### src/rtl/spi_eng_pkg.sv
package spi_eng_pkg;

  typedef enum logic [2:0] {
    ST_IDLE,      // chip select high, waiting for a word
    ST_LEAD,      // chip select low, lead gap before first bit
    ST_SHIFT,     // bits moving
    ST_GAP_LOW,   // word gap, chip select held low
    ST_GAP_HIGH,  // release gap, chip select high between words
    ST_REST       // rest gap after the last word
  } seq_state_e;

  // Bit period in reference cycles for a divider code.
  function automatic int unsigned bit_period(input int unsigned code);
    return 32'd2 << code;
  endfunction

  // Effective gap length: zero is stretched to one cycle.
  function automatic int unsigned gap_cycles(input int unsigned setting);
    return (setting == 0) ? 32'd1 : setting;
  endfunction

endpackage

### src/rtl/spi_bit_timer.sv
module spi_bit_timer #(
  parameter int WORD_W = 32,
  parameter int DIV_W  = 3
) (
  input  logic             clk,
  input  logic             rst_n,
  input  logic             run,
  input  logic [DIV_W-1:0] div_sel,
  output logic             sample_tick,
  output logic             bit_end,
  output logic             word_end,
  output logic             second_half
);
  import spi_eng_pkg::*;

  localparam int CNT_W = 2 ** DIV_W;
  localparam int BIT_W = $clog2(WORD_W);

  logic [CNT_W-1:0] cnt;
  logic [BIT_W-1:0] bit_idx;
  logic [CNT_W:0]   period;
  logic [CNT_W-1:0] last_cnt;
  logic [CNT_W-1:0] half_cnt;

  always_comb begin
    period   = (CNT_W+1)'(bit_period(32'(div_sel)));
    last_cnt = CNT_W'(period - 1'b1);
    half_cnt = CNT_W'(period >> 1);
  end

  assign sample_tick = run && (cnt == half_cnt);
  assign bit_end     = run && (cnt == last_cnt);
  assign word_end    = bit_end && (bit_idx == BIT_W'(WORD_W - 1));
  assign second_half = cnt >= half_cnt;

  always_ff @(posedge clk) begin
    if (!rst_n || !run) begin
      cnt     <= '0;
      bit_idx <= '0;
    end else if (bit_end) begin
      cnt     <= '0;
      bit_idx <= bit_idx + 1'b1;
    end else begin
      cnt <= cnt + 1'b1;
    end
  end

  // Sampling happens once per bit, so two sample ticks are never adjacent.
  assert_sample_spacing_R1: assert property (@(posedge clk) disable iff (!rst_n)
    sample_tick |=> !sample_tick);

endmodule

### src/rtl/spi_shifter.sv
module spi_shifter #(
  parameter int WORD_W = 32
) (
  input  logic              clk,
  input  logic              rst_n,
  input  logic              load,
  input  logic [WORD_W-1:0] load_word,
  input  logic              sample_tick,
  input  logic              bit_end,
  input  logic              word_end,
  input  logic              miso,
  output logic              mosi_bit,
  output logic              rx_valid,
  output logic [WORD_W-1:0] rx_word
);
  logic [WORD_W-1:0] tx_sh;
  logic [WORD_W-1:0] rx_sh;
  logic [WORD_W-1:0] rx_next;

  // At divide-by-2 the last sample and the word end share one cycle.
  assign rx_next  = sample_tick ? {rx_sh[WORD_W-2:0], miso} : rx_sh;
  assign mosi_bit = tx_sh[WORD_W-1];

  always_ff @(posedge clk) begin
    if (!rst_n) begin
      tx_sh    <= '0;
      rx_sh    <= '0;
      rx_valid <= 1'b0;
      rx_word  <= '0;
    end else begin
      if (load)                      tx_sh <= load_word;
      else if (bit_end && !word_end) tx_sh <= tx_sh << 1;
      rx_sh    <= rx_next;
      rx_valid <= word_end;
      if (word_end) rx_word <= rx_next;
    end
  end

  assert_rx_single_pulse_R3: assert property (@(posedge clk) disable iff (!rst_n)
    rx_valid |=> !rx_valid);

endmodule

### src/rtl/spi_seq_ctrl.sv
module spi_seq_ctrl #(
  parameter int GAP_W = 8
) (
  input  logic             clk,
  input  logic             rst_n,
  input  logic             en,
  input  logic             cpha,
  input  logic             start_gate_en,
  input  logic             start_cmd,
  input  logic             tx_valid,
  input  logic             word_end,
  input  logic [GAP_W-1:0] dly_lead,
  input  logic [GAP_W-1:0] dly_word_gap,
  input  logic [GAP_W-1:0] dly_cs_off,
  input  logic [GAP_W-1:0] dly_cs_rest,
  output logic             tx_ready,
  output logic             accept,
  output logic             shift_run,
  output logic             cs_auto_n
);
  import spi_eng_pkg::*;

  seq_state_e       state, nxt;
  logic [GAP_W-1:0] gcnt;
  logic [GAP_W-1:0] cur_dly;
  logic             gap_done;
  logic             armed;
  logic             start_ok;

  assign start_ok  = !start_gate_en || armed;
  assign tx_ready  = en && (((state == ST_IDLE) && start_ok) || word_end);
  assign accept    = tx_ready && tx_valid;
  assign shift_run = (state == ST_SHIFT);
  assign cs_auto_n = !((state == ST_LEAD) || (state == ST_SHIFT) || (state == ST_GAP_LOW));

  always_comb begin
    case (state)
      ST_LEAD:     cur_dly = dly_lead;
      ST_GAP_LOW:  cur_dly = dly_word_gap;
      ST_GAP_HIGH: cur_dly = dly_cs_off;
      default:     cur_dly = dly_cs_rest;
    endcase
    gap_done = (32'(gcnt) + 32'd1) >= gap_cycles(32'(cur_dly));
  end

  always_comb begin
    nxt = state;
    case (state)
      ST_IDLE:     if (accept) nxt = ST_LEAD;
      ST_LEAD:     if (gap_done) nxt = ST_SHIFT;
      ST_SHIFT:    if (word_end) nxt = accept ? (cpha ? ST_GAP_LOW : ST_GAP_HIGH) : ST_REST;
      ST_GAP_LOW:  if (gap_done) nxt = ST_SHIFT;
      ST_GAP_HIGH: if (gap_done) nxt = ST_LEAD;
      ST_REST:     if (gap_done) nxt = ST_IDLE;
      default:     nxt = ST_IDLE;
    endcase
  end

  always_ff @(posedge clk) begin
    if (!rst_n || !en) begin
      state <= ST_IDLE;
      gcnt  <= '0;
      armed <= 1'b0;
    end else begin
      state <= nxt;
      if (nxt != state || state == ST_IDLE || state == ST_SHIFT) gcnt <= '0;
      else                                                      gcnt <= gcnt + 1'b1;
      if (accept && state == ST_IDLE) armed <= 1'b0;
      else if (start_cmd)             armed <= 1'b1;
    end
  end

  assert_disable_to_idle_R11: assert property (@(posedge clk) disable iff (!rst_n)
    !en |=> (state == ST_IDLE));

  assert_start_gate_R10: assert property (@(posedge clk) disable iff (!rst_n)
    (state == ST_IDLE && start_gate_en && !armed) |-> !tx_ready);

  assert_shift_after_gap_R4: assert property (@(posedge clk) disable iff (!rst_n)
    (shift_run && !$past(shift_run)) |-> ($past(state) == ST_LEAD || $past(state) == ST_GAP_LOW));

endmodule

### src/rtl/spi_word_master.sv
module spi_word_master #(
  parameter int WORD_W = 32,
  parameter int DIV_W  = 3,
  parameter int GAP_W  = 8
) (
  input  logic              clk,
  input  logic              rst_n,
  input  logic              en,
  input  logic [DIV_W-1:0]  clk_div_sel,
  input  logic              cpol,
  input  logic              cpha,
  input  logic              cs_manual,
  input  logic              cs_manual_level,
  input  logic              start_gate_en,
  input  logic              start_cmd,
  input  logic [GAP_W-1:0]  dly_lead,
  input  logic [GAP_W-1:0]  dly_word_gap,
  input  logic [GAP_W-1:0]  dly_cs_off,
  input  logic [GAP_W-1:0]  dly_cs_rest,
  input  logic              tx_valid,
  input  logic [WORD_W-1:0] tx_word,
  output logic              tx_ready,
  input  logic              miso,
  output logic              sclk,
  output logic              mosi,
  output logic              cs_n,
  output logic              rx_valid,
  output logic [WORD_W-1:0] rx_word
);
  logic accept, shift_run, cs_auto_n;
  logic sample_tick, bit_end, word_end, second_half;
  logic mosi_bit;

  spi_seq_ctrl #(.GAP_W(GAP_W)) u_seq (
    .clk(clk), .rst_n(rst_n), .en(en), .cpha(cpha),
    .start_gate_en(start_gate_en), .start_cmd(start_cmd),
    .tx_valid(tx_valid), .word_end(word_end),
    .dly_lead(dly_lead), .dly_word_gap(dly_word_gap),
    .dly_cs_off(dly_cs_off), .dly_cs_rest(dly_cs_rest),
    .tx_ready(tx_ready), .accept(accept),
    .shift_run(shift_run), .cs_auto_n(cs_auto_n)
  );

  spi_bit_timer #(.WORD_W(WORD_W), .DIV_W(DIV_W)) u_timer (
    .clk(clk), .rst_n(rst_n), .run(shift_run), .div_sel(clk_div_sel),
    .sample_tick(sample_tick), .bit_end(bit_end),
    .word_end(word_end), .second_half(second_half)
  );

  spi_shifter #(.WORD_W(WORD_W)) u_shift (
    .clk(clk), .rst_n(rst_n), .load(accept), .load_word(tx_word),
    .sample_tick(sample_tick), .bit_end(bit_end), .word_end(word_end),
    .miso(miso), .mosi_bit(mosi_bit), .rx_valid(rx_valid), .rx_word(rx_word)
  );

  // CPHA=0: active level in the second half of a bit; CPHA=1: in the first half.
  assign sclk = cpol ^ (shift_run & (cpha ? !second_half : second_half));
  assign mosi = shift_run & mosi_bit;
  assign cs_n = cs_manual ? cs_manual_level : cs_auto_n;

endmodule

### config.mk
export PLATFORM = sky130hd
export DESIGN_NAME = spi_word_master
export DESIGN_NICKNAME = d
export VERILOG_FILES = /design/src/rtl/spi_eng_pkg.sv /design/src/rtl/spi_bit_timer.sv /design/src/rtl/spi_shifter.sv /design/src/rtl/spi_seq_ctrl.sv /design/src/rtl/spi_word_master.sv
export SDC_FILE = /design/constraint.sdc
export NUM_CORES = 1
export LEC_CHECK = 0
export ABC_AREA = 1
export BUFFER_PORTS_ARGS = -buffer_cell sky130_fd_sc_hd__buf_2
export CORE_UTILIZATION = 50
export CTS_CLUSTER_DIAMETER = 40
export DETAILED_ROUTE_END_ITERATION = 7
export GPL_TIMING_DRIVEN = 0
export PLACE_DENSITY_LB_ADDON = 0.08
export SETUP_SLACK_MARGIN = 0.5
export SYNTH_ARGS = -nofsm -noshare
export SYNTH_HDL_FRONTEND = slang
export SYNTH_SLANG_ARGS = --single-unit
export TNS_END_PERCENT = 30
### constraint.sdc
create_clock -name clk -period 2.8 [get_ports clk]
set_clock_uncertainty 0.05 [all_clocks]
set_input_delay 0.28 -clock clk [delete_from_list [all_inputs] [get_ports clk]]
set_output_delay 0.28 -clock clk [all_outputs]
set_load 0.005 [all_outputs]
**Word level (Yosys, flattened, before mapping)**

Cells that the tools add are included.

- Register bits: 122
- Output and inout bits: 37
- Bits of input ports: 78
- Logic and storage cells: 74

- Muxes and demuxes: 15
- Reductions and logical operators: 30
- Magnitude comparators: 2
- Bitwise logic cells: 3
- Shift-type cells: 1
- Equality and inequality tests: 9
- $add $sub $neg: 5

Operators by type and width:

| cell | count |
|---|---|
| two-way mux 32 bit | 3 |
| greater-or-equal comparator 32 bit | 1 |
| case mux 8 bit (3 select lines) | 1 |
| two-way mux 3 bit | 7 |
| adder 8 x 1 -> 8 bit (second input constant) | 2 |
| equality test 8 bit | 2 |
| case mux 3 bit (5 select lines) | 1 |
| adder 8 x 1 -> 9 bit (second input constant) | 1 |
| left shift 2 x 3 -> 9 bit (first input constant) | 1 |
| greater-or-equal comparator 8 bit | 1 |
| logical AND 1 bit | 8 |
| zero test 8 bit | 1 |
| logical OR 1 bit | 8 |
| two-way mux 8 bit | 1 |
| OR reduction 2 bit | 4 |
| subtractor 8 x 1 -> 8 bit (second input constant) | 1 |
| zero test 1 bit | 7 |
| equality test 3 x 2 -> 1 bit (second input constant) | 2 |
| equality test 3 bit (second input constant) | 2 |
| adder 5 x 1 -> 5 bit (second input constant) | 1 |
| equality test 5 bit (second input constant) | 1 |
| equality test 3 x 1 -> 1 bit (second input constant) | 1 |
| zero test 3 bit | 1 |
| != test 3 bit | 1 |
| 4 further kinds | 6 |

**Depth between registers and ports, before layout**

Gate-level depths: netlist of run 1.

- Word-level depth: 15
- Gate-level depth with buffers: 23
- Depth with buffers taken out: 23

**By module**

From an unflattened synthesis of run 1, not the netlist that was laid out.

- Cell total of the unflattened synthesis: 944
- Area total of the unflattened synthesis: 6710.2 sq um

By module, submodules not included:

| module | cells each | area each (sq um) | times used | sequential area each (sq um) |
|---|---|---|---|---|
| spi_shifter | 588 | 4366.7 | 1 | 1941.9 |
| spi_seq_ctrl | 178 | 1204.9 | 1 | 240.2 |
| spi_bit_timer | 164 | 1073.5 | 1 | 260.2 |
| spi_word_master | 14 | 65.1 | 1 | 0.0 |

**Worst setup path before layout of run 1**

No wires, ideal clock.

- Kind: reg-to-reg
- From: reg u_seq.state[0]
- To: reg u_seq.gcnt[0]
- Buffers on the path: 0
- Data arrival time: 2.672 ns
- Cell stages (with the launch flop): 22
- Path slack: 0.013 ns
- Data required time: 2.685 ns
- Period minus slack after synthesis: 2.787 ns
- Library setup time: 0.065 ns
- Cells stage by stage: dfxtp_1 > inv_1 > nor2_1 > inv_1 > nand2_1 > inv_1 > a221oi_1 > nand4_1 > o21ai_1 > ha_1 > inv_1 > a21oi_1 > o21ai_0 > nand2_1 > nand4_1 > nor2_1 > nor2_1 > nand2_1 > nand3_1 > nor2_1 > nand2_2 > nor2_1

- Word-level cells in the longest chain between the ends: 13
- Elaborated cells on any way between the ends: 28
- Classes of those cells: order compare (1); eq/ne (6); mux (9); reduce/logical (12)

RTL lines:

| element | line | RTL |
|---|---|---|
| start: declaration | spi_seq_ctrl.sv:23 | `seq_state_e state, nxt;` |
| start signal: assignment | spi_seq_ctrl.sv:65 | `state <= nxt;` |
| branches (longest 11 deep; another with greater-or-equal comparator 32 bit) | n/a |  |
| logical OR 1 bit (*) | spi_seq_ctrl.sv:66 | `if (nxt != state \|\| state == ST_IDLE \|\| state == ST_SHIFT) gcnt <= '0;` |
| OR reduction 2 bit (no source line) (*) | n/a |  |
| end signal: assignment | spi_seq_ctrl.sv:67 | `else gcnt <= gcnt + 1'b1;` |
| end: declaration | spi_seq_ctrl.sv:24 | `logic [GAP_W-1:0] gcnt;` |

Every way passes the cells marked *.
A chain may end at the register's enable or synchronous reset.

**Worst setup path in the final report of run 1**

- From: reg u_seq.state[0]
- To: reg u_seq.gcnt[5]

Same word-level chain as after synthesis.

==> results of run 1 <==
## routing by layer
layer	track usage, %	vias to the layer above
met5	0	-
met4	8.98	0
met3	6.75	20
met2	42.7	156
met1	32.6	2624
li1	-	2825
## layout by cell type, fill, tap and decap left out, types with 17 or more instances in the layout
cell type,instances
buf_2,119
dfxtp_1,112
nor2_1,98
nand3_1,87
nand2_1,61
nand4_1,42
inv_1,35
a211oi_1,33
mux2i_1,32
a31oi_1,31
buf_4,27
clkbuf_1,25
clkbuf_16,17
## cell type report
cell class	instances	share of cell area, %
buffer	46	3.25
multi-input combinational	494	41.9
timing repair buffer	140	10.6
tap	140	2.30
sequential	122	32.4
clock buffer	21	6.03
clock inverter	10	0.918
inverter	49	2.61
## cells in the mapped netlist
cell       number  area share (%)
clkinv_1        1           0.066
o22ai_1         2            0.22
nand4_1        42             4.6
ha_1           20             4.4
nor2_2          1            0.11
nor2_4          1            0.20
buf_4           2            0.26
xor2_1         10             1.5
or2_2           1            0.11
a221oi_1        4            0.61
o31ai_1         1            0.13
clkbuf_1       24             1.6
dfxtp_1       122              43
o2111ai_1       1            0.15
o21ai_1         1           0.088
nand4_2         1            0.22
nor2_1        108             7.1
mux2i_1        32             5.6
o21ai_0         9            0.79
a21boi_4        1            0.33
nor3b_1         1            0.13
o211ai_1        1            0.13
a22o_1          6            0.92
nand2_1        69             4.5
o21a_1          2            0.26
xnor2_1         2            0.31
nand2_2         2            0.22
buf_1           2            0.13
inv_2           7            0.46
a31oi_1        31             3.4
inv_1          41             2.7
buf_2          18             1.6
a21oi_1        18             1.6
a211oi_1       33             4.3
nand3_1        90             7.9
nor3_1          4            0.35
## worst max-delay path by stage
stage                         startpoint            end  cells after the start
after global routing      u_seq.state[0]  u_seq.gcnt[5]                     21
final                     u_seq.state[0]  u_seq.gcnt[5]                     21
after floorplan           u_seq.state[0]  u_seq.gcnt[0]                     21
after detailed placement  u_seq.state[0]  u_seq.gcnt[6]                     21
after CTS                 u_seq.state[1]  u_seq.gcnt[6]                     20
after global placement    u_seq.state[0]  u_seq.gcnt[2]                     21
## stage by stage
step                util, %  instances  TNS (ns)  hold WS (ns)  setup WS, ns
floorplan                 -        711         0         0.363         0.236
global placement       58.9        962     -1.55         0.384        -0.178
detailed placement     58.9        962     -2.72         0.392        -0.251
CTS                    67.5       1018    -0.130        0.0412       -0.0395
global route           69.5       1022     -3.79        0.0579        -0.404
finish                 69.5       1022     -1.81        0.0609        -0.203
## logic make-up (layout without fill, tap and decap cells)
kind of cell               count (synthesis)  count (layout)  synth area share, %
AOI/OAI and AO/OA                        110             110                 13.0
and+or+nand+nor                          320             320                 25.5
buffers and inverters                     95             266                 6.79
muxes                                     32              32                 5.62
adders and majority gates                 20              20                 4.39
DFF                                      122             122                 42.9
xor gates and xnor gates                  12              12                 1.84
## report_power, final
part / total, mW / switching (mW) / internal, mW / leakage, nW
Combinational: 0.295 / 0.169 / 0.126 / 1.78
Clock: 1.95 / 0.779 / 1.17 / 0.248
Sequential: 1.76 / 0.0112 / 1.75 / 0.992
Total: 4.00 / 0.959 / 3.04 / 3.02
## flip-flops by register name (all words and copies together), names as in the netlist
signal,count
u_seq.armed,1
u_seq.gcnt,8
u_seq.state,3
u_shift.rx_sh,32
u_shift.rx_valid,1
u_shift.rx_word,32
u_shift.tx_sh,32
u_timer.bit_idx,5
u_timer.cnt,8
## worst max-delay path: cells and delay by family, from the launching register on
kind	cells	cell delay, ns
AOI/OAI and AO/OA	5	0.80
adders and majority gates	1	0.21
buffers and inverters	3	0.20
DFF	1	0.37
and+or+nand+nor	12	1.31
## what timing repair did
| action | in CTS | in global routing |
|---|---|---|
| resized for setup | 59 | 43 |
| hold buffers | 0 | 0 |
| pin swaps | 26 | 21 |
| setup endpoints to repair | 91 | 81 |
| buffers inserted | 25 | 4 |
==> qor.yml, run 1 <==
status: "finished, violations left"
violations: "negative setup slack"
ys_types: 36
wl_per_cell_um: 14.5
synthToLayoutAreaGrowth_pct: 33.9
drtAntennaViolNets: 0
crit_type: "flip-flop to flip-flop"
wirelength_um: 14800
holdPathEnd: "u_seq.armed"
tightest_slew_ns: 0.566
fin_area_um2: 7630
rsz0062_at_grt: "yes"
m1WireLength_um: 6660
dr_wl_met3_um: 686
path_cells: "inv_4 -> nor2_4 -> inv_4 -> nor2_4 -> a22o_1 -> a221oi_4 -> nand4_1 -> o21ai_1 -> ha_2 -> inv_2 -> a21oi_2 -> o21ai_1 -> nand2_1 -> nand4_1 -> nor2_2 -> nor2_1 -> nand2_1 -> nand3_1 -> nor2_1 -> nand2_2 -> nor2_1"
cts_tree: "done"
drt_pass1_iterations: 5
hp-start: "start_cmd"
cts_max_level: 4
synthesis.nets: 809
cpMostUsedCell: "nor2_1"
seq_area_um2: 2470
antenna_found_initial: 0
clkTransAtPathRegs_ns: 0.06
ios: 115
yosysSeqAreaShare_pct: 42.9
fin_ws_ns: -0.203
drc: 0
cpPeakStageDelay_ns: 0.37
vdd.ir_drop.worst_mv: 0.413
final-setup-viol-count: 10
pwr_density_cell_nw_per_um2: 525
startpoint_type: "flip-flop"
dp_hpwl_um: 9990
cap_violations: 0
die_x_um: 109
min_path_cells: 3
total_power_mw: 4.00
clockRootBuffer: "clkbuf_16"
r2r_slack_ns: -0.20
worstRegToRegCells: 21
num-fill-cells: 885
power.leakage_nw: 3.02
track_usage_pct: 25.9
dr_wl_met2_um: 7230
post-route-min-period_ns: 3.00
rr_startpoint: "u_seq.state[0]"
grt_pass1_vias: 5162
timing.final.max_slew_violations: 0
gp_congestion: 0.862
clk_path_buf_depth: 2
numCtsBuffers: 17
hp-class: "input pin to flip-flop"
first_iter_violations: 341
initial_utilization_pct: 51.9
coreArea_um2: 11000
finalCritPeriodShare_pct: 107
layout-drive-gt1-share_pct: 29.9
viasPerCell: 5.50
rr_endpoint: "u_seq.gcnt[5]"
relSlewSlack_pct: 62.2
worst-path-max-fanout: 8
syn_area_um2: 5700
overflow: 0
ys_seq_elements: 122
grt_pass1_wl_um: 23800
yosysWarnings: 0
hold_violations: 0
antennaDiodeCount: 0
cts_sinks: 122
die_h_um: 109
place_area_um2: 6470
endpoint_kind: "flip-flop"
postSynthAreaPerCell_um2: 8.01
num_rows: 38
via_count: 5625
syn_inst: 711
multi_input_area_um2: 3200
clk_latency_ns: 0.41
critPathRequiredTime_ns: 3.10
final_nets: 968
die-area_um2: 11800
topRoutingLayerUsed: "met4"
cp_slowest_cell: "dfxtp_4"
grt_max_degree: 17
arrival_ns: 3.30
portBuffers: 111
clock.fmax_ghz: 0.333
Note: power is estimated with default switching activity, not from simulation.
==> run 2, diff against run 1 <==
- CORE_UTILIZATION: 50 -> 51
- SYNTH_HIERARCHICAL: unset -> 1
==> run 2 against run 1 <==
Net effect: the flow still finishes with violations (negative setup slack); clock power is 24% higher; synthesized cell count is 33% higher; hold slack better by 0.021 ns; cell count is 25% higher; utilization is 1.3 points lower; highest routed layer unchanged; setup slack better by 0.085 ns; sequential power hardly changed; first-iteration DRC count is 16% lower; critical path depth is 2 higher; sequential share of layout area is 4.0 points lower.
==> qor.yml, run 2 <==
status: "finished, violations left"
violations: "negative setup slack"
wirelength_um: 15500  # +4.6%
synth_edf_count: 0  # unchanged
holdBufCountCts: 0  # unchanged
grt_pass1_vias: 5652  # +9.5%
rsz0062_at_grt: "yes"
clk_path_buf_depth: 2  # unchanged
vdd.ir_drop.worst_mv: 0.631  # +53%
coreArea_um2: 12700  # +16%
syn_area_um2: 6710  # +18%
grt_pass1_wl_um: 25500  # +7.3%
drtAntennaViolNets: 0  # unchanged
cp_slowest_cell: "dfxtp_2"
crit_type: "flip-flop to flip-flop"
synth_compound_area_share_pct: 11.9  # -1.1 points
initial_utilization_pct: 52.7  # +0.86 points
synth_xor_xnor_area_share_pct: 1.44  # -0.41 points
dr_wl_met2_um: 7540  # +4.3%
dp_worst_setup_slack_ns: -0.266  # -0.0154 ns
cts_tree: "done"
seq_area_um2: 2460  # -0.46%
cap_violations: 0  # unchanged
gp_congestion: 0.800  # -7.2%
rr_startpoint: "u_seq/state[2]"
synth_top_cell_area_share_pct: 36.4  # -6.5 points
relSlewSlack_pct: 75.2  # +13 points
hold_violations: 0  # unchanged
endpoint_kind: "flip-flop"
synthToLayoutAreaGrowth_pct: 29.3
hp-start: "start_cmd"
async_flop_share_pct: 0  # unchanged
drc: 0  # unchanged
layout-drive-gt1-share_pct: 33.2  # +3.2 points
dr_wl_met3_um: 562  # -18%
hp-class: "input pin to flip-flop"
clk_latency_ns: 0.41  # about the same
clock.fmax_ghz: 0.343  # +2.9%
die_h_um: 117  # +7.3%
synth_flop_cell: "dfxtp_1"
timing.final.max_slew_violations: 0  # unchanged
whs_ns: 0.0814  # +0.0205 ns
synth_most_common_cell: "nand2_1"
postSynthAreaPerCell_um2: 7.11  # -11%
syn_inst: 944  # +33%
synth.area.mux_share_pct: 0  # -5.6 points
numCtsBuffers: 17  # unchanged
portBuffers: 112  # +0.90%
path_cells: "buf_6 -> nor2_4 -> clkinv_4 -> nor2_4 -> nand2_1 -> nand4_1 -> o21ai_2 -> nand3_1 -> o21ai_2 -> ha_1 -> inv_1 -> nand2_1 -> nand3_1 -> nand3_1 -> nand2_1 -> nand2_1 -> nand2_2 -> nand2_2 -> nand4_1 -> nand2_2 -> a21oi_4 -> nand2_8 -> nor2_2"
critPathLaunch: "u_seq/state[2]"
synthesis.nets: 1043  # +29%
reg_top3: "u_shift/rx_sh x32, u_shift/rx_word x32, u_shift/tx_sh x32"
die_x_um: 117  # +7.3%
first_iter_violations: 285  # -16%
cpMostUsedCell: "nand2_1"
multi_input_area_um2: 3650  # +14%
ios: 115  # unchanged
cts_max_level: 4  # unchanged
drt_pass1_iterations: 5  # unchanged
synthAdderAreaFrac_pct: 3.92  # -0.48 points
wl_per_cell_um: 12.1  # -16%
yosys-top-cells-count: "221 x nand2_1, 122 x dfxtp_1, 118 x inv_1"
m1WireLength_um: 7270  # +9.0%
layout_commonest_cell: "nand2_1"
critPathRequiredTime_ns: 3.09  # about the same
finalCritPeriodShare_pct: 104  # -3.1 points
power.leakage_nw: 4.03  # +34%
post-route-min-period_ns: 2.92  # -0.0855 ns
pwr_density_cell_nw_per_um2: 518  # -1.3%
arrival_ns: 3.21  # -0.09 ns
final-setup-viol-count: 9  # -1
clockRootBuffer: "clkbuf_16"
via_count: 6140  # +9.2%
dp_hpwl_um: 10500  # +5.0%
final_nets: 1193  # +23%
yosysWarnings: 6  # +6
die-area_um2: 13600  # +15%
clkTransAtPathRegs_ns: 0.06  # about the same
antenna_found_initial: 1  # +1
track_usage_pct: 23.6  # -2.3 points
ys_types: 41  # +14%
total_power_mw: 4.49  # +12%
startpoint_type: "flip-flop"
tightest_slew_ns: 0.371  # -0.195 ns
num_rows: 41  # +7.9%
topRoutingLayerUsed: "met4"
ys_seq_elements: 122  # unchanged
fin_ws_ns: -0.117  # +0.0855 ns
worst-path-max-fanout: 8  # unchanged
overflow: 0  # unchanged
yosys-top-cells-area: "dfxtp_1 36%, nand2_1 12%, inv_1 6.6%, o21ai_0 5.3%, nor2_1 5.3%"
viasPerCell: 4.80  # -13%
layout_common_cells: "206 x nand2_1, 121 x buf_2, 113 x inv_1"
yosys.area.top_type: "dfxtp_1"
num-fill-cells: 1152  # +30%
grt_max_degree: 17  # unchanged
yosys.area_share.simple_pct: 34.1  # +8.6 points
cts_sinks: 122  # unchanged
cpPeakStageDelay_ns: 0.31  # -0.06 ns
yosysSeqAreaShare_pct: 36.4  # -6.5 points
synth_top_family_by_area: "simple AND/OR/NAND/NOR gates"
[run 2: power by group]
part / total (mW) / internal [mW] / switching, mW / leakage, nW
Clock: 2.42 / 1.61 / 0.812 / 0.318
Sequential: 1.74 / 1.74 / 0.00378 / 0.989
Combinational: 0.325 / 0.141 / 0.184 / 2.73
Total: 4.49 / 3.49 / 1.00 / 4.03
[run 2: repair_timing]
action,CTS,global route
endpoints found under the setup margin,79,78
resized for setup,87,27
pin swaps,29,24
setup buffers,15,2
cloned,2,0
[run 2: area by class of cell]
cell class	count	area share, %
tap	172	2.48
inverter	130	6.00
multi-input combinational	648	42.1
clock inverter	13	2.48
timing repair buffer	130	8.29
antenna	1	0.0288
buffer	44	5.09
timing repair inverter	1	0.101
clock buffer	19	5.11
sequential	122	28.4
[run 2: worst paths after layout]
kind,endpoint,slack [ns],cells after the start
setup / recovery,u_seq/gcnt[5],-0.12,23
hold / removal,u_seq/armed,0.08,3
setup reg to reg,u_seq/gcnt[5],-0.12,23
hold reg to reg,u_timer/cnt[0],0.40,1
[run 2: cell families after synthesis]
kind of cell             Yosys count
XOR/XNOR                          11
AO/OA/AOI/OAI                    129
buffers and inverters            174
AND/OR/NAND/NOR                  487
flip-flops                       122
adder cells (fa/ha/maj)           21
[run 2: routing by layer]
metal | vias up | track usage (%)
met5 | - | 0
met3 | 10 | 5.71
met2 | 98 | 40.4
met1 | 2783 | 29.9
met4 | 0 | 5.65
li1 | 3249 | -
[run 2: critical path, delay by kind of cell, from the launching register on]
kind,cells,cell delay (ns)
simple gates,16,1.58
compound gates,3,0.34
flops,1,0.31
buf+inv,3,0.29
fa+ha+maj,1,0.28
[run 2: stage by stage]
step / std cells / utilization (%) / instance area, µm² / TNS (ns)
global placement: 1228 / 59.4 / 7560 / -7.12
floorplan: 944 / - / 6790 / 0
detailed placement: 1228 / 59.4 / 7560 / -8.43
global route: 1280 / 68.2 / 8680 / -8.00
finish: 1280 / 68.2 / 8680 / -0.920
CTS: 1277 / 67.1 / 8540 / -0.0161
